File: config.mk
export PLATFORM = sky130hd
export DESIGN_NAME = sync_trigger_unit
export DESIGN_NICKNAME = d
export VERILOG_FILES = /design/src/rtl/sync_trig_pkg.sv /design/src/rtl/sync_en_regs.sv /design/src/rtl/sync_trig_reg.sv /design/src/rtl/sync_wait_ctl.sv /design/src/rtl/sync_trigger_unit.sv
export SDC_FILE = /design/constraint.sdc
export NUM_CORES = 1
export LEC_CHECK = 0
export BUFFER_PORTS_ARGS = -buffer_cell sky130_fd_sc_hd__buf_2
export CORE_MARGIN = 4
export CORE_UTILIZATION = 49
export CTS_BUF_LIST = sky130_fd_sc_hd__clkbuf_8
export DETAILED_ROUTE_END_ITERATION = 12
export PLACE_DENSITY = 0.82
export SKIP_CTS_REPAIR_TIMING = 1
export SLEW_MARGIN = 10
export SYNTH_ARGS = -nofsm -noshare
export SYNTH_HDL_FRONTEND = slang
export SYNTH_SLANG_ARGS = --single-unit
export TNS_END_PERCENT = 50
File: constraint.sdc
create_clock -name clk -period 1.5 [get_ports clk]
set_clock_uncertainty 0.2 [all_clocks]
set_input_delay 0.075 -clock clk [delete_from_list [all_inputs] [get_ports clk]]
set_output_delay 0.075 -clock clk [all_outputs]
set_load 0.005 [all_outputs]
File: src/rtl/sync_trig_pkg.sv
// Shared types for the sync trigger match unit.
// Assumes nothing beyond a single clock domain.
package sync_trig_pkg;
    typedef enum logic {
        PH_IDLE = 1'b0,
        PH_WAIT = 1'b1
    } phase_e;
endpackage

File: src/rtl/sync_en_regs.sv
// Holds the per-bit enables that gate hardware set and clear events.
// Assumes the write strobes are synchronous to clk; both reset to zero.
module sync_en_regs #(
    parameter int W = 8
) (
    input  logic         clk,
    input  logic         rst_n,
    input  logic         set_en_wr,
    input  logic [W-1:0] set_en_din,
    input  logic         clr_en_wr,
    input  logic [W-1:0] clr_en_din,
    output logic [W-1:0] set_en,
    output logic [W-1:0] clr_en
);
    // Load the set-event enable on its strobe.
    always_ff @(posedge clk) begin
        if (!rst_n)         set_en <= '0;
        else if (set_en_wr) set_en <= set_en_din;
    end

    // Load the clear-event enable on its strobe.
    always_ff @(posedge clk) begin
        if (!rst_n)         clr_en <= '0;
        else if (clr_en_wr) clr_en <= clr_en_din;
    end
endmodule

File: src/rtl/sync_trig_reg.sv
// Trigger bit register. Merges descriptor masks with gated event lines;
// clear has priority over set on each bit.
// Assumes desc_apply is high only on the accepting edge of a command.
module sync_trig_reg #(
    parameter int W = 8
) (
    input  logic         clk,
    input  logic         rst_n,
    input  logic         desc_apply,
    input  logic [W-1:0] desc_set,
    input  logic [W-1:0] desc_clr,
    input  logic [W-1:0] evt_set,
    input  logic [W-1:0] evt_clr,
    input  logic [W-1:0] set_en,
    input  logic [W-1:0] clr_en,
    output logic [W-1:0] trig
);
    logic [W-1:0] set_any;
    logic [W-1:0] clr_any;

    // Gather all set and clear requests for this edge.
    always_comb begin
        set_any = (desc_apply ? desc_set : '0) | (evt_set & set_en);
        clr_any = (desc_apply ? desc_clr : '0) | (evt_clr & clr_en);
    end

    for (genvar i = 0; i < W; i++) begin : g_bit
        // Update one trigger bit, clear winning over set.
        always_ff @(posedge clk) begin
            if (!rst_n)          trig[i] <= 1'b0;
            else if (clr_any[i]) trig[i] <= 1'b0;
            else if (set_any[i]) trig[i] <= 1'b1;
        end
    end
endmodule

File: src/rtl/sync_wait_ctl.sv
// Accepts a sync descriptor when idle, latches its match fields and
// stalls until the enabled trigger bits equal the match value.
// Assumes trig already reflects the descriptor masks one cycle after accept.
module sync_wait_ctl
    import sync_trig_pkg::*;
#(
    parameter int W = 8
) (
    input  logic         clk,
    input  logic         rst_n,
    input  logic         cmd_valid,
    input  logic [W-1:0] cmd_val,
    input  logic [W-1:0] cmd_en,
    input  logic [W-1:0] trig,
    output logic         accept,
    output logic         waiting,
    output logic         proceed
);
    phase_e       phase;
    logic [W-1:0] val_q;
    logic [W-1:0] en_q;
    logic         hit;

    // Compare enabled trigger bits with the stored match value.
    always_comb begin
        hit     = ((trig ^ val_q) & en_q) == '0;
        waiting = (phase == PH_WAIT);
        accept  = cmd_valid && (phase == PH_IDLE);
        proceed = waiting && hit;
    end

    // Sequence idle -> wait -> idle and hold the match fields.
    always_ff @(posedge clk) begin
        if (!rst_n) begin
            phase <= PH_IDLE;
            val_q <= '0;
            en_q  <= '0;
        end else begin
            unique case (phase)
                PH_IDLE: if (cmd_valid) begin
                    val_q <= cmd_val;
                    en_q  <= cmd_en;
                    phase <= PH_WAIT;
                end
                PH_WAIT: if (hit) phase <= PH_IDLE;
                default: phase <= PH_IDLE;
            endcase
        end
    end
endmodule

File: src/rtl/sync_trigger_unit.sv
// Top of the sync trigger match unit: enable registers, trigger register
// and the wait controller. Assumes one channel drives the command port.
module sync_trigger_unit #(
    parameter int TRIG_W = 8
) (
    input  logic              clk,
    input  logic              rst_n,
    input  logic              set_en_wr,
    input  logic [TRIG_W-1:0] set_en_din,
    input  logic              clr_en_wr,
    input  logic [TRIG_W-1:0] clr_en_din,
    input  logic              cmd_valid,
    input  logic [TRIG_W-1:0] cmd_set_mask,
    input  logic [TRIG_W-1:0] cmd_clr_mask,
    input  logic [TRIG_W-1:0] cmd_match_val,
    input  logic [TRIG_W-1:0] cmd_match_en,
    input  logic [TRIG_W-1:0] evt_set,
    input  logic [TRIG_W-1:0] evt_clr,
    output logic [TRIG_W-1:0] trig_bits,
    output logic              waiting,
    output logic              proceed
);
    logic [TRIG_W-1:0] set_en_q;
    logic [TRIG_W-1:0] clr_en_q;
    logic              accept;

    sync_en_regs #(.W(TRIG_W)) u_en (
        .clk        (clk),
        .rst_n      (rst_n),
        .set_en_wr  (set_en_wr),
        .set_en_din (set_en_din),
        .clr_en_wr  (clr_en_wr),
        .clr_en_din (clr_en_din),
        .set_en     (set_en_q),
        .clr_en     (clr_en_q)
    );

    sync_trig_reg #(.W(TRIG_W)) u_trig (
        .clk        (clk),
        .rst_n      (rst_n),
        .desc_apply (accept),
        .desc_set   (cmd_set_mask),
        .desc_clr   (cmd_clr_mask),
        .evt_set    (evt_set),
        .evt_clr    (evt_clr),
        .set_en     (set_en_q),
        .clr_en     (clr_en_q),
        .trig       (trig_bits)
    );

    sync_wait_ctl #(.W(TRIG_W)) u_wait (
        .clk       (clk),
        .rst_n     (rst_n),
        .cmd_valid (cmd_valid),
        .cmd_val   (cmd_match_val),
        .cmd_en    (cmd_match_en),
        .trig      (trig_bits),
        .accept    (accept),
        .waiting   (waiting),
        .proceed   (proceed)
    );
endmodule

Word level (Yosys, flattened, before mapping)
Index checks and enable logic that the tools add are counted.
{ "word_totals": {"register_bits": 41, "word_cells": 38} }
{ "op_classes": {"mux": 5, "bitwise_logic": 8, "n_reduce_logical": 12} }
{ "op_table": {"columns": ["op", "count"], "rows": [
  ["$and A8 B8 Y8", 3],
  ["$mux W8", 2],
  ["$or A8 B8 Y8", 2],
  ["$reduce_or A2 Y1", 8],
  ["$logic_not A8 Y1", 1],
  ["$xor A8 B8 Y8", 1],
  ["$logic_and A1 B1 Y1", 2],
  ["$mux W1", 2],
  ["$not A1 Y1", 2],
  ["$pmux W1 S2", 1],
  ["$reduce_and A2 Y1", 1]
]} }

Logic depth before layout (Yosys ltp)
{ "logic_depth": {"ltp_word": 5, "ltp_mapped": 5, "mapped_depth_nobuf": 4} }

Hierarchy
A second synthesis with hierarchy kept.
{ "unflattened": {"cells_unflattened": 176, "hier_area_um2": 1747.9} }
{ "by_module_without_submodules": {"columns": ["module", "instances", "cells_per_inst", "area_per_inst_um2", "seq_area_each_um2"], "rows": [
  ["sync_wait_ctl", 1, 90, 773.2, 340.3],
  ["sync_en_regs", 1, 51, 608.1, 320.3],
  ["sync_trig_reg", 1, 35, 366.6, 160.2]
]} }

Worst setup path after synthesis
Ideal clock, no wire load.
{ "synth_path": {"kind": "reg2reg", "from": "reg u_trig.trig[0]", "to": "reg u_wait.phase, in the netlist u_wait.waiting", "setup_ns": 0.120, "arrival_ns": 0.999, "required_time_ns": 1.180, "slack_ns": 0.181, "path_stages_with_launch": 5, "path_buffers": 0, "period_less_slack_ns": 1.319, "path_cell_list": "dfxtp_1 > xor2_1 > a22oi_1 > nand2_1 > o31a_1"} }
{ "synth_via": {"elab_chain_len": 5} }
{ "synth_lines": {"columns": ["element", "line_no", "rtl"], "rows": [
  ["start, declared", "sync_trig_reg.sv:16", "output logic [W-1:0] trig"],
  ["start signal, assigned by index", "sync_trig_reg.sv:30", "if (!rst_n) trig[i] <= 1'b0;"],
  ["start signal, assigned by index", "sync_trig_reg.sv:31", "else if (clr_any[i]) trig[i] <= 1'b0;"],
  ["start signal, assigned by index", "sync_trig_reg.sv:32", "else if (set_any[i]) trig[i] <= 1'b1;"],
  ["$xor A8 B8 Y8", "sync_wait_ctl.sv:26", "hit = ((trig ^ val_q) & en_q) == '0;"],
  ["$and A8 B8 Y8", "sync_wait_ctl.sv:26", null],
  ["$logic_not A8 Y1", "sync_wait_ctl.sv:26", null],
  ["$mux W1", "sync_wait_ctl.sv:45", "PH_WAIT: if (hit) phase <= PH_IDLE;"],
  ["$pmux W1 S2", "sync_wait_ctl.sv:39", "unique case (phase)"],
  ["end signal, assigned", "sync_wait_ctl.sv:43", "phase <= PH_WAIT;"],
  ["end signal, assigned", "sync_wait_ctl.sv:45", null],
  ["end signal, assigned", "sync_wait_ctl.sv:46", "default: phase <= PH_IDLE;"],
  ["end, declared", "sync_wait_ctl.sv:19", "phase_e phase;"]
]} }
No other way between the ends.
A chain may end at the register's enable or synchronous reset.

Worst setup path in the final report
{ "layout_path": {"from": "reg u_wait.val_q[6]", "to": "out proceed"} }
{ "layout_via": {"elab_chain_len": 4} }
{ "layout_lines": {"columns": ["element", "line_no", "rtl"], "rows": [
  ["start, declared", "sync_wait_ctl.sv:20", "logic [W-1:0] val_q;"],
  ["start signal, assigned", "sync_wait_ctl.sv:41", "val_q <= cmd_val;"],
  ["$xor A8 B8 Y8", "sync_wait_ctl.sv:26", null],
  ["$and A8 B8 Y8", "sync_wait_ctl.sv:26", null],
  ["$logic_not A8 Y1", "sync_wait_ctl.sv:26", null],
  ["$logic_and A1 B1 Y1", "sync_wait_ctl.sv:29", "proceed = waiting && hit;"],
  ["end, declared", "sync_trigger_unit.sv:21", "output logic proceed"]
]} }
No other way between the ends.

==> results.ini <==
[finish]
nets=396
layout-drive-gt1-share_pct=33.2
antenna_cells=0
area.growth.synth_to_final_pct=63.0
design_area_mm2=0.00295

[die]
start_util_pct=52.6
die_w_um=68.8
ios=79
die-area_mm2=0.00473
core_mm2=0.00344
rows=21
die_h_um=68.8

[placed_design]
io_buffers=78
dpl.hpwl_um=3060
place_area_mm2=0.00222
gp_congestion=0.717

[global_routing]
track_usage_pct=18.0
grt_pass1_vias=1499
grt-ovfl-total=0
antenna_found_initial=0
grt_max_degree=42
grt_pass1_wl_um=6200

[setup_path]
reg2reg_slack_ps=110
required_ps=1220
crit_type=reg2out
arrival_ps=1390
cp_max_fo=2
startpoint_type=flop
cp-end-kind=primary output

[cts]
cts_made_buffers=5
cts_tree=built
path_clk_slew_ps=70
clock-sinks=41
h-tree-depth=2
clock_path_buffers=2
clkLatencyLatePin_ps=290
cts_root_buffer=clkbuf_8

[route]
wl_per_cell_um=15.1
drtAntennaViolNets=0
drt_iter0_drc=77
vias_per_cell=4.92
via_count=1841
drc_errors=0
routed_wl_um=5650
drtPass1Iterations=4

[sta]
worst_slew_pin_slew_ps=286
period_share_pct=111
hold_violations=1
final.setup.worst_slack_ps=-164
setup_viol=1
max_slew_margin_pct=80.9
hold_ws_ps=-43.3
post-route-min-period_ps=1660
report.final.slew_viol_count=0
fmaxAchievable_mhz=601
rsz0062_at_grt=yes

[yosys]
netlist.top_cell.by_area=dfxtp_1
synth-main-ff-cell=dfxtp_1
yosysMostFrequentCell=nand2_1
synthCells=186
synth_area_mm2=0.00181
synth_edf_count=0
yosys_warnings=0
synth.distinct_cells=20
yosysSeqAreaShare_pct=45.4
async_reset_ff_share_pct=0
synth-seq-cells=41
synthTopCellsByCount=nand2_1, dfxtp_1, nor2b_1
synth_area_leaders=dfxtp_1, nand2_1, mux2i_1, nor2b_1, a221oi_2
synth_top_area_share_pct=45.4
avgSynthCellArea_um2=9.73
synth.net_count=255

[run_status]
outcome=complete, but fails checks
violations=hold timing, setup timing

[pwr]
peakVddDrop_uv=526
p_sw_share_pct=26.1
p_seq_share_pct=50.2
leakagePower_nw=1.37
powerDensity_mw_per_mm2=824
power_frac_clock_pct=27.9
total_power_w=0.00243
p_comb_share_pct=21.8
p_sw_w=0.000636
intPower_w=0.00180

[job]
drv_cap=0

[worst_hold_path]
min_path_type=in2reg

-- metal layers --
metal / global-route usage [%] / vias up / part of all wire [%]
li1: - / 918 / -
met1: 20.1 / 841 / 38
met2: 30.8 / 68 / 53
met3: 6.00 / 14 / 6.4
met4: 8.03 / 0 / 2.1
met5: 0 / - / 0
-- cells in the final DEF (no fill, tap or decap), drive strengths merged, types with 2 or more instances in the layout --
| cell | count |
|---|---|
| nand2 | 53 |
| a22oi | 3 |
| dfxtp | 41 |
| dlygate4sd3 | 63 |
| clkinv | 2 |
| a221oi | 8 |
| nor2b | 17 |
| a211oi | 8 |
| xor2 | 8 |
| a21boi | 16 |
| clkbuf | 5 |
| buf | 83 |
| mux2i | 16 |
-- final timing paths --
path,from,end,cells after the start
setup / recovery,u_wait.val_q[6],proceed,5
hold / removal,cmd_set_mask[1],u_trig.trig[1],3
setup reg to reg,u_wait.val_q[6],u_wait.waiting,4
hold reg to reg,u_wait.en_q[2],u_wait.en_q[2],2
-- critical path, cell delays in order (launching register included) --
cell and delay (ps):
dfxtp_2 330, xor2_1 170, a22oi_1 170, nand2_1 110
nor3_2 180, buf_2 130
-- per-stage QoR --
step / hold WS, ps / util (%) / std cells / worst slack [ps] / setup TNS, ps
6_report: -43.3 / 85.7 / 374 / -164 / -164
3_3_place_gp: 62.9 / 64.6 / 303 / 104 / 0
3_5_place_dp: 63.3 / 64.6 / 303 / 119 / 0
4_1_cts: -248 / 67.0 / 311 / -210 / -210
5_1_grt: 11.2 / 85.7 / 374 / -243 / -267
2_1_floorplan: -37.0 / - / 186 / 181 / 0
-- cell families after synthesis --
logic type	share of synthesized area [%]
simple gates	17.5
flops	45.4
compound gates	19.7
mux	8.85
buf+inv	4.70
xor+xnor	3.87
-- power by group through the flow --
stage,combinational (W),clock (W),sequential (W)
final,0.000531,0.000679,0.00122
after detailed placement,0.000390,0,0.00124
after global routing,0.000583,0.000727,0.00123
after global placement,0.000384,0,0.00124
after CTS,0.000391,0.000687,0.00122
after floorplan,0.000239,0,0.00123
-- state kept, by name (all words and copies together), names as in the netlist --
| name | count |
|---|---|
| u_en.set_en | 8 |
| u_wait.waiting | 1 |
| u_trig.trig | 8 |
| u_en.clr_en | 8 |
| u_wait.val_q | 8 |
| u_wait.en_q | 8 |
-- final cells by class --
class                   instances  area (um^2)
clock buffers                   5         68.8
clock inverters                 3         13.8
fillers                       190          493
multi-input cells             133          911
flip-flops and latches         41          827
well taps                      46         57.6
repair buffers                146         1070
(Power assumes the default switching activity.)
